==> src/rtl/bac_pkg.sv <==
package bac_pkg;
  typedef enum logic [2:0] {
    OP_NOP   = 3'd0,
    OP_LOAD  = 3'd1,
    OP_INC   = 3'd2,
    OP_MLOAD = 3'd3,
    OP_CRB   = 3'd4,
    OP_MRB   = 3'd5
  } op_e;
endpackage

==> src/rtl/bac_strobe_decode.sv <==
module bac_strobe_decode
  import bac_pkg::*;
(
  input  logic clk,
  input  logic rst_n,
  input  logic ld_n,
  input  logic inc_n,
  input  logic crb_n,
  input  logic mld_n,
  input  logic mrb_n,
  output op_e  op
);
  logic rb_idle;
  logic cnt_idle;

  assign rb_idle  = crb_n & mrb_n;
  assign cnt_idle = ld_n & inc_n;

  always_comb begin
    if (!ld_n && rb_idle && mld_n)
      op = OP_LOAD;
    else if (!inc_n && rb_idle && mld_n)
      op = OP_INC;
    else if (!mld_n && cnt_idle && rb_idle)
      op = OP_MLOAD;
    else if (!crb_n && cnt_idle)
      op = OP_CRB;
    else if (!mrb_n && cnt_idle && crb_n && mld_n)
      op = OP_MRB;
    else
      op = OP_NOP;
  end

  // counter readback beats mask readback
  a_r8_crb_wins: assert property (@(posedge clk) disable iff (!rst_n)
    (!crb_n && !mrb_n && ld_n && inc_n) |-> (op == OP_CRB));

  // a load strobe combined with a readback strobe does nothing
  a_r9_conflict_nop: assert property (@(posedge clk) disable iff (!rst_n)
    (!ld_n && !(crb_n && mrb_n)) |-> (op == OP_NOP));
endmodule

==> src/rtl/bac_mask_counter.sv <==
module bac_mask_counter
  import bac_pkg::*;
#(
  parameter int AW = 8
) (
  input  logic          clk,
  input  logic          rst_n,
  input  op_e           op,
  input  logic [AW-1:0] din,
  output logic [AW-1:0] cnt,
  output logic [AW-1:0] mask,
  output logic          wrap_n
);
  logic [AW-1:0] filled;
  logic [AW:0]   sum;
  logic [AW-1:0] cnt_inc;
  logic          wraps;

  // masked bits are forced to one so the carry ripples across them
  assign filled  = cnt | ~mask;
  assign sum     = {1'b0, filled} + {{AW{1'b0}}, 1'b1};
  assign cnt_inc = (cnt & ~mask) | (sum[AW-1:0] & mask);
  assign wraps   = sum[AW] & (|mask);

  always_ff @(posedge clk) begin
    if (!rst_n) begin
      cnt    <= '0;
      mask   <= '1;
      wrap_n <= 1'b1;
    end else begin
      wrap_n <= 1'b1;
      case (op)
        OP_LOAD:  cnt <= din;
        OP_MLOAD: mask <= din;
        OP_INC: begin
          cnt    <= cnt_inc;
          wrap_n <= ~wraps;
        end
        default: ;
      endcase
    end
  end

  // flag lasts one cycle
  a_r4_wrap_one_cycle: assert property (@(posedge clk) disable iff (!rst_n)
    !wrap_n |=> wrap_n);

  // flag only follows an increment
  a_r4_wrap_after_inc: assert property (@(posedge clk) disable iff (!rst_n)
    !wrap_n |-> ($past(op) == OP_INC));

  // masked-off bits never move on an increment
  a_r3_masked_hold: assert property (@(posedge clk) disable iff (!rst_n)
    (op == OP_INC) |=> (((cnt ^ $past(cnt)) & ~$past(mask)) == '0));

  // no-operation and readback leave both registers alone
  a_r9_state_hold: assert property (@(posedge clk) disable iff (!rst_n)
    (op == OP_NOP || op == OP_CRB || op == OP_MRB) |=> ($stable(cnt) && $stable(mask)));
endmodule

==> src/rtl/bac_readback_pipe.sv <==
module bac_readback_pipe
  import bac_pkg::*;
#(
  parameter int AW = 8
) (
  input  logic          clk,
  input  logic          rst_n,
  input  op_e           op,
  input  logic          chip_en,
  input  logic [AW-1:0] cnt,
  input  logic [AW-1:0] mask,
  output logic [AW-1:0] addr_out,
  output logic          addr_oe,
  output logic          dq_off
);
  logic          s1_vld;
  logic          s1_ce;
  logic [AW-1:0] s1_val;
  logic          req;

  assign req = (op == OP_CRB) || (op == OP_MRB);

  always_ff @(posedge clk) begin
    if (!rst_n) begin
      s1_vld   <= 1'b0;
      s1_ce    <= 1'b0;
      s1_val   <= '0;
      addr_oe  <= 1'b0;
      addr_out <= '0;
      dq_off   <= 1'b0;
    end else begin
      s1_vld   <= req;
      s1_ce    <= chip_en;
      s1_val   <= (op == OP_CRB) ? cnt : mask;
      addr_oe  <= s1_vld;
      addr_out <= s1_vld ? s1_val : '0;
      dq_off   <= s1_vld & s1_ce;
    end
  end

  // data pins are only forced off alongside an address readback
  a_r10_dq_with_oe: assert property (@(posedge clk) disable iff (!rst_n)
    dq_off |-> addr_oe);
endmodule

==> src/rtl/bac_burst_counter.sv <==
module bac_burst_counter
  import bac_pkg::*;
#(
  parameter int AW = 8
) (
  input  logic          clk,
  input  logic          rst_n,
  input  logic          ld_n,
  input  logic          inc_n,
  input  logic          crb_n,
  input  logic          mld_n,
  input  logic          mrb_n,
  input  logic          ce0_n,
  input  logic          ce1,
  input  logic [AW-1:0] addr_in,
  output logic [AW-1:0] addr_out,
  output logic          addr_oe,
  output logic          dq_off,
  output logic          wrap_n
);
  op_e           op;
  logic [AW-1:0] cnt;
  logic [AW-1:0] mask;
  logic          chip_en;

  assign chip_en = ~ce0_n & ce1;

  bac_strobe_decode u_dec (
    .clk   (clk),
    .rst_n (rst_n),
    .ld_n  (ld_n),
    .inc_n (inc_n),
    .crb_n (crb_n),
    .mld_n (mld_n),
    .mrb_n (mrb_n),
    .op    (op)
  );

  bac_mask_counter #(.AW(AW)) u_cnt (
    .clk    (clk),
    .rst_n  (rst_n),
    .op     (op),
    .din    (addr_in),
    .cnt    (cnt),
    .mask   (mask),
    .wrap_n (wrap_n)
  );

  bac_readback_pipe #(.AW(AW)) u_rb (
    .clk      (clk),
    .rst_n    (rst_n),
    .op       (op),
    .chip_en  (chip_en),
    .cnt      (cnt),
    .mask     (mask),
    .addr_out (addr_out),
    .addr_oe  (addr_oe),
    .dq_off   (dq_off)
  );

  // the output enable only follows a request two edges earlier
  a_r6_oe_source: assert property (@(posedge clk) disable iff (!rst_n)
    addr_oe |-> $past(op == OP_CRB || op == OP_MRB, 2));

  // counter readback shows the value at request time
  a_r6_cnt_value: assert property (@(posedge clk) disable iff (!rst_n)
    (addr_oe && $past(op == OP_CRB, 2)) |-> (addr_out == $past(cnt, 2)));

  // mask readback shows the mask at request time
  a_r7_mask_value: assert property (@(posedge clk) disable iff (!rst_n)
    (addr_oe && $past(op == OP_MRB, 2)) |-> (addr_out == $past(mask, 2)));
endmodule

==> config.mk <==
export PLATFORM = sky130hd
export DESIGN_NAME = bac_burst_counter
export DESIGN_NICKNAME = d
export VERILOG_FILES = /design/src/rtl/bac_pkg.sv /design/src/rtl/bac_strobe_decode.sv /design/src/rtl/bac_mask_counter.sv /design/src/rtl/bac_readback_pipe.sv /design/src/rtl/bac_burst_counter.sv
export SDC_FILE = /design/constraint.sdc
export NUM_CORES = 1
export LEC_CHECK = 0
export ABC_AREA = 1
export BUFFER_PORTS_ARGS = -buffer_cell sky130_fd_sc_hd__clkbuf_2
export CAP_MARGIN = 20
export CELL_PAD_IN_SITES_DETAIL_PLACEMENT = 0
export CELL_PAD_IN_SITES_GLOBAL_PLACEMENT = 1
export CORE_ASPECT_RATIO = 0.9
export CORE_MARGIN = 2
export CORE_UTILIZATION = 24
export DETAILED_ROUTE_END_ITERATION = 12
export HOLD_SLACK_MARGIN = 0.08
export PLACE_DENSITY = 0.61
export SKIP_CTS_REPAIR_TIMING = 1
export SLEW_MARGIN = 10
export SYNTH_ARGS = -nofsm -noshare
export SYNTH_HDL_FRONTEND = slang
export SYNTH_SLANG_ARGS = --single-unit
==> constraint.sdc <==
create_clock -name clk -period 1.89 [get_ports clk]
set_input_delay 0.0945 -clock clk [delete_from_list [all_inputs] [get_ports clk]]
set_output_delay 0.0945 -clock clk [all_outputs]
set_load 0.005 [all_outputs]
After elaboration in Yosys (flattened, before gate mapping)
Cells that the tools add are included.
Widths: inputs -> output; s select.
Operators by class
  eq/ne operators: 5
  add/subtract/negate cells: 1
  bitwise logic cells: 12
  reductions and logical operators: 20
  multiplexer cells: 7
Operators with widths (count)
  $and 8x8->8: 2
  $or 8x8->8: 2
  $pmux 8 s2: 1
  $mux 3: 5
  $logic_and 1x1->1: 10
  $add 8x1->9 const B: 1
  $mux 8: 1
  $not 8->8: 1
  $reduce_or 8->1: 1
  $eq 3x2->1 const B: 2
  $eq 3x3->1 const B: 2
  $and 1x1->1: 5
  $logic_not 1->1: 5
  $reduce_and 2->1: 2
  $eq 3x1->1 const B: 1
  $not 1->1: 2
  $reduce_bool 2->1: 1
  $logic_or 1x1->1: 1
Storage, ports and cells
  output and inout port bits: 11
  logic and storage cells: 54
  bits of input ports: 17
  flip-flop bits (word level): 37

Longest topological paths before layout
  depth after elaboration: 11
  gate-level depth with buffers: 11

By module
Synthesis repeated with hierarchy kept, for this count alone.
Second synthesis, totals
  cells, all modules: 257
  area total of the unflattened synthesis: 1790.5 µm²
Modules (own cells, without submodules)
  bac_mask_counter: instances 1, sequential area each 340.3 µm², area each 1001.0 µm², cells each 150
  bac_readback_pipe: instances 1, sequential area each 400.4 µm², area each 706.9 µm², cells each 88
  bac_strobe_decode: instances 1, sequential area each 0.0 µm², area each 72.6 µm², cells each 17
  bac_burst_counter: instances 1, sequential area each 0.0 µm², area each 10.0 µm², cells each 2

Worst setup path before layout
No wires, ideal clock.
  path type: flip-flop to flip-flop
  from: reg u_cnt.cnt[0]
  to: reg with a tool-made name
  period minus slack after synthesis: 1.340 ns
  path slack: 0.550 ns
  stages on the path, launching flop included: 11
  arrival time: 1.276 ns
  path through: dfxtp_1 -> inv_1 -> ha_1 -> inv_1 -> ha_1 -> nand3_1 -> nand3_1 -> nand3_1 -> o21ai_1 -> nor2_1 -> nor2_1
RTL lines
  start: declaration: RTL line bac_mask_counter.sv:10  | output logic [AW-1:0] cnt,
  start signal: assignment: RTL line bac_mask_counter.sv:33  | OP_LOAD: cnt <= din;
  start signal: assignment: RTL line bac_mask_counter.sv:36  | cnt <= cnt_inc;

Worst setup path after layout
  from: reg u_cnt.cnt[0]
  to: reg u_cnt.wrap_n
On the way
  word-level cells in the longest chain between the ends: 4
RTL lines
  $or 8x8->8: RTL line bac_mask_counter.sv:20  | assign filled = cnt | ~mask;
  $add 8x1->9: RTL line bac_mask_counter.sv:21  | assign sum = {1'b0, filled} + {{AW{1'b0}}, 1'b1};
  $and 1x1->1: RTL line bac_mask_counter.sv:23  | assign wraps = sum[AW] & (|mask);
  $not 1->1: RTL line bac_mask_counter.sv:37  | wrap_n <= ~wraps;
  end signal: assignment: RTL line bac_mask_counter.sv:37
  end: declaration: RTL line bac_mask_counter.sv:12  | output logic wrap_n
No other way between the ends.
A chain may end at the register's enable or synchronous reset.

==> flow_summary.ini <==
[setup_path]
r2r-start = u_cnt.cnt[0]$_SDFFE_PN0P_
end_kind = register
worstSetupEndpoint = u_cnt.wrap_n$_SDFF_PN1_
reg2reg_depth = 7
rrSetupSlack_ns = 0.36
r2r-end = u_cnt.wrap_n$_SDFF_PN1_
crit_path_start = u_cnt.cnt[0]$_SDFFE_PN0P_
cp_max_fo = 6
cp.arrival_ns = 1.69
required_ns = 2.05
critical_path_class = reg2reg
cp-start-kind = register

[synth]
syn_area_per_cell_um2 = 6.83
ys_seq_elements = 37
syn_inst = 253
synth_top_area_share_pct = 42.9
synth_area_um2 = 1730
synthesis.nets = 272
ys_types = 24
yosys_warnings = 0
seq_area_frac_synth_pct = 42.9
yosys.area.top_type = dfxtp_1
synth_area_leaders = dfxtp_1 (43%), nand2_1 (11%), nor2_1 (8.9%), inv_1 (7.8%), nand3_1 (7.5%)

[place]
pre_cts_ws_ns = 0.188
io_buffers = 27
place_hpwl_um = 3420
dp.cells = 370
gp_congestion = 0.837

[layout]
multi_input_area_um2 = 812
drive_gt1_share_pct = 15.8
stdcell_count = 385
final_common_cell = nand2_1
final_cell_mix = nand2_1 (50), nor2_1 (41), dfxtp_1 (37)
syn2layout_area_growth_pct = 24.8
fillers = 786
final_nets = 311
final_util_pct = 30.8
diodes = 0
register_area_um2 = 741

[drt]
met2_length_um = 1820
route.met3.wl_um = 194
wl_met1_um = 2390
vias = 1652
finalWirelength_um = 4490
via_per_inst = 4.29
highest_layer = met4
drt_iter0_drc = 94
firstDrtPassIters = 4
drc = 0
wl_per_cell_um = 11.7
antenna_left = 0

[timing]
tns_ns = 0
maxClockFrequency_ghz = 0.652
layout_setup_ws_ns = 0.357
setup_viol = 0
drv_slew = 0
finalHoldViolCount = 0
relSlewSlack_pct = 69.5
skew_ns = 0.00225
min_period_ns = 1.53
fin_crit_sh_pct = 81.1
rsz0062_at_grt = false
worst_slew_pin_slew_ns = 0.456

[pwr]
p_sw_mw = 0.418
power_density_nw_per_um2 = 783
p_comb_share_pct = 11.9
internal-power_mw = 1.27
max-vdd-ir-drop_v = 0.000255
clkPwrFrac_pct = 39.3
power_mw = 1.69
seqPwrFrac_pct = 48.8
power_leakage_nw = 1.05
p_sw_share_pct = 24.8

[global_route]
antenna_found_initial = 0
grt_pass1_vias = 1534
grt_pass1_wl_um = 7750
grt_max_degree = 19
grt_overflow = 0
grt_usage_pct = 12.8

[floorplan]
die_area_um2 = 7900
die_h_um = 84.5
ioPinCount = 28
rows = 29
die_w_um = 93.4
fp.coreArea_um2 = 7000
start_util_pct = 24.7

[clock_network]
htree_levels = 2
clk_pin_slew_worst_paths_ns = 0.07
cts_tree = built
clk_path_buf_depth = 2
cts_root_buf = clkbuf_8
cts-buffers-inserted = 5
numClockSinks = 37
clk_latency_ns = 0.29

[worst_hold_path]
hp-class = in2reg

[outcome]
status = finished, final reports clean

[run]
cap_violations = 0
[layout make-up]
cell class              instances  share of cell area [%]
clock buffers                   5                    3.19
clock inverters                 2                    1.62
inverters                      37                    6.44
multi-input cells             172                    37.6
flip-flops and latches         37                    34.3
well taps                      93                    5.39
repair buffers                 39                    11.4
[critical path: stages (launching register included)]
cell and delay, ns:
dfxtp_1 0.33, inv_1 0.06, ha_1 0.22, inv_1 0.06
ha_1 0.24, nand3_1 0.13, nor4_1 0.23, nand4_1 0.13
[per-stage QoR]
step	instance area, µm²	hold slack [ns]
final	2160	0.0677
after global routing	2160	0.103
after detailed placement	1970	0.256
after global placement	1970	0.264
after floorplan	1730	0.166
after CTS	2080	-0.0560
[per-layer routing]
metal  track usage, %  up-vias
met4             5.21        0
met3             3.32        8
met2             17.6       33
met1             18.8      726
li1                 -      885
met5                0        -
[synthesized netlist by cell type, drive strengths merged]
library cell	count
inv	37
nand3	27
nand2	52
o21ai	18
nor2	43
clkbuf	4
ha	2
nor4	2
dfxtp	37
a31oi	1
o21bai	1
nor3	2
o211ai	4
buf	3
a21oi	14
nand4	6
[how the worst min path moves through the flow]
stage	cells past startpoint	startpoint	endpoint
4_1_cts	2	ce0_n	u_rb.s1_ce$_SDFF_PN0_
3_5_place_dp	2	ce0_n	u_rb.s1_ce$_SDFF_PN0_
2_1_floorplan	1	ce0_n	u_rb.s1_ce$_SDFF_PN0_
3_3_place_gp	2	ce0_n	u_rb.s1_ce$_SDFF_PN0_
5_1_grt	3	addr_in[6]	u_cnt.mask[6]$_SDFFE_PN1N_
6_report	3	addr_in[6]	u_cnt.mask[6]$_SDFFE_PN1N_
[power by group through the flow]
| stage | clock network (mW) | registers (mW) | logic (mW) |
|---|---|---|---|
| after global placement | 0 | 0.843 | 0.192 |
| final | 0.664 | 0.825 | 0.201 |
| after detailed placement | 0 | 0.843 | 0.189 |
| after global routing | 0.716 | 0.828 | 0.233 |
| after floorplan | 0 | 0.839 | 0.126 |
| after CTS | 0.684 | 0.825 | 0.190 |
[cell families (layout without fill, tap and decap cells)]
group	Yosys count	after routing	synth area share, %
DFF	37	37	42.9
and+or+nand+nor	132	132	33.5
buffers and inverters	44	83	10.1
adders and majority gates	2	2	1.45
AOI/OAI and AO/OA	38	38	12.0
Note: power is estimated with default switching activity, not from simulation.
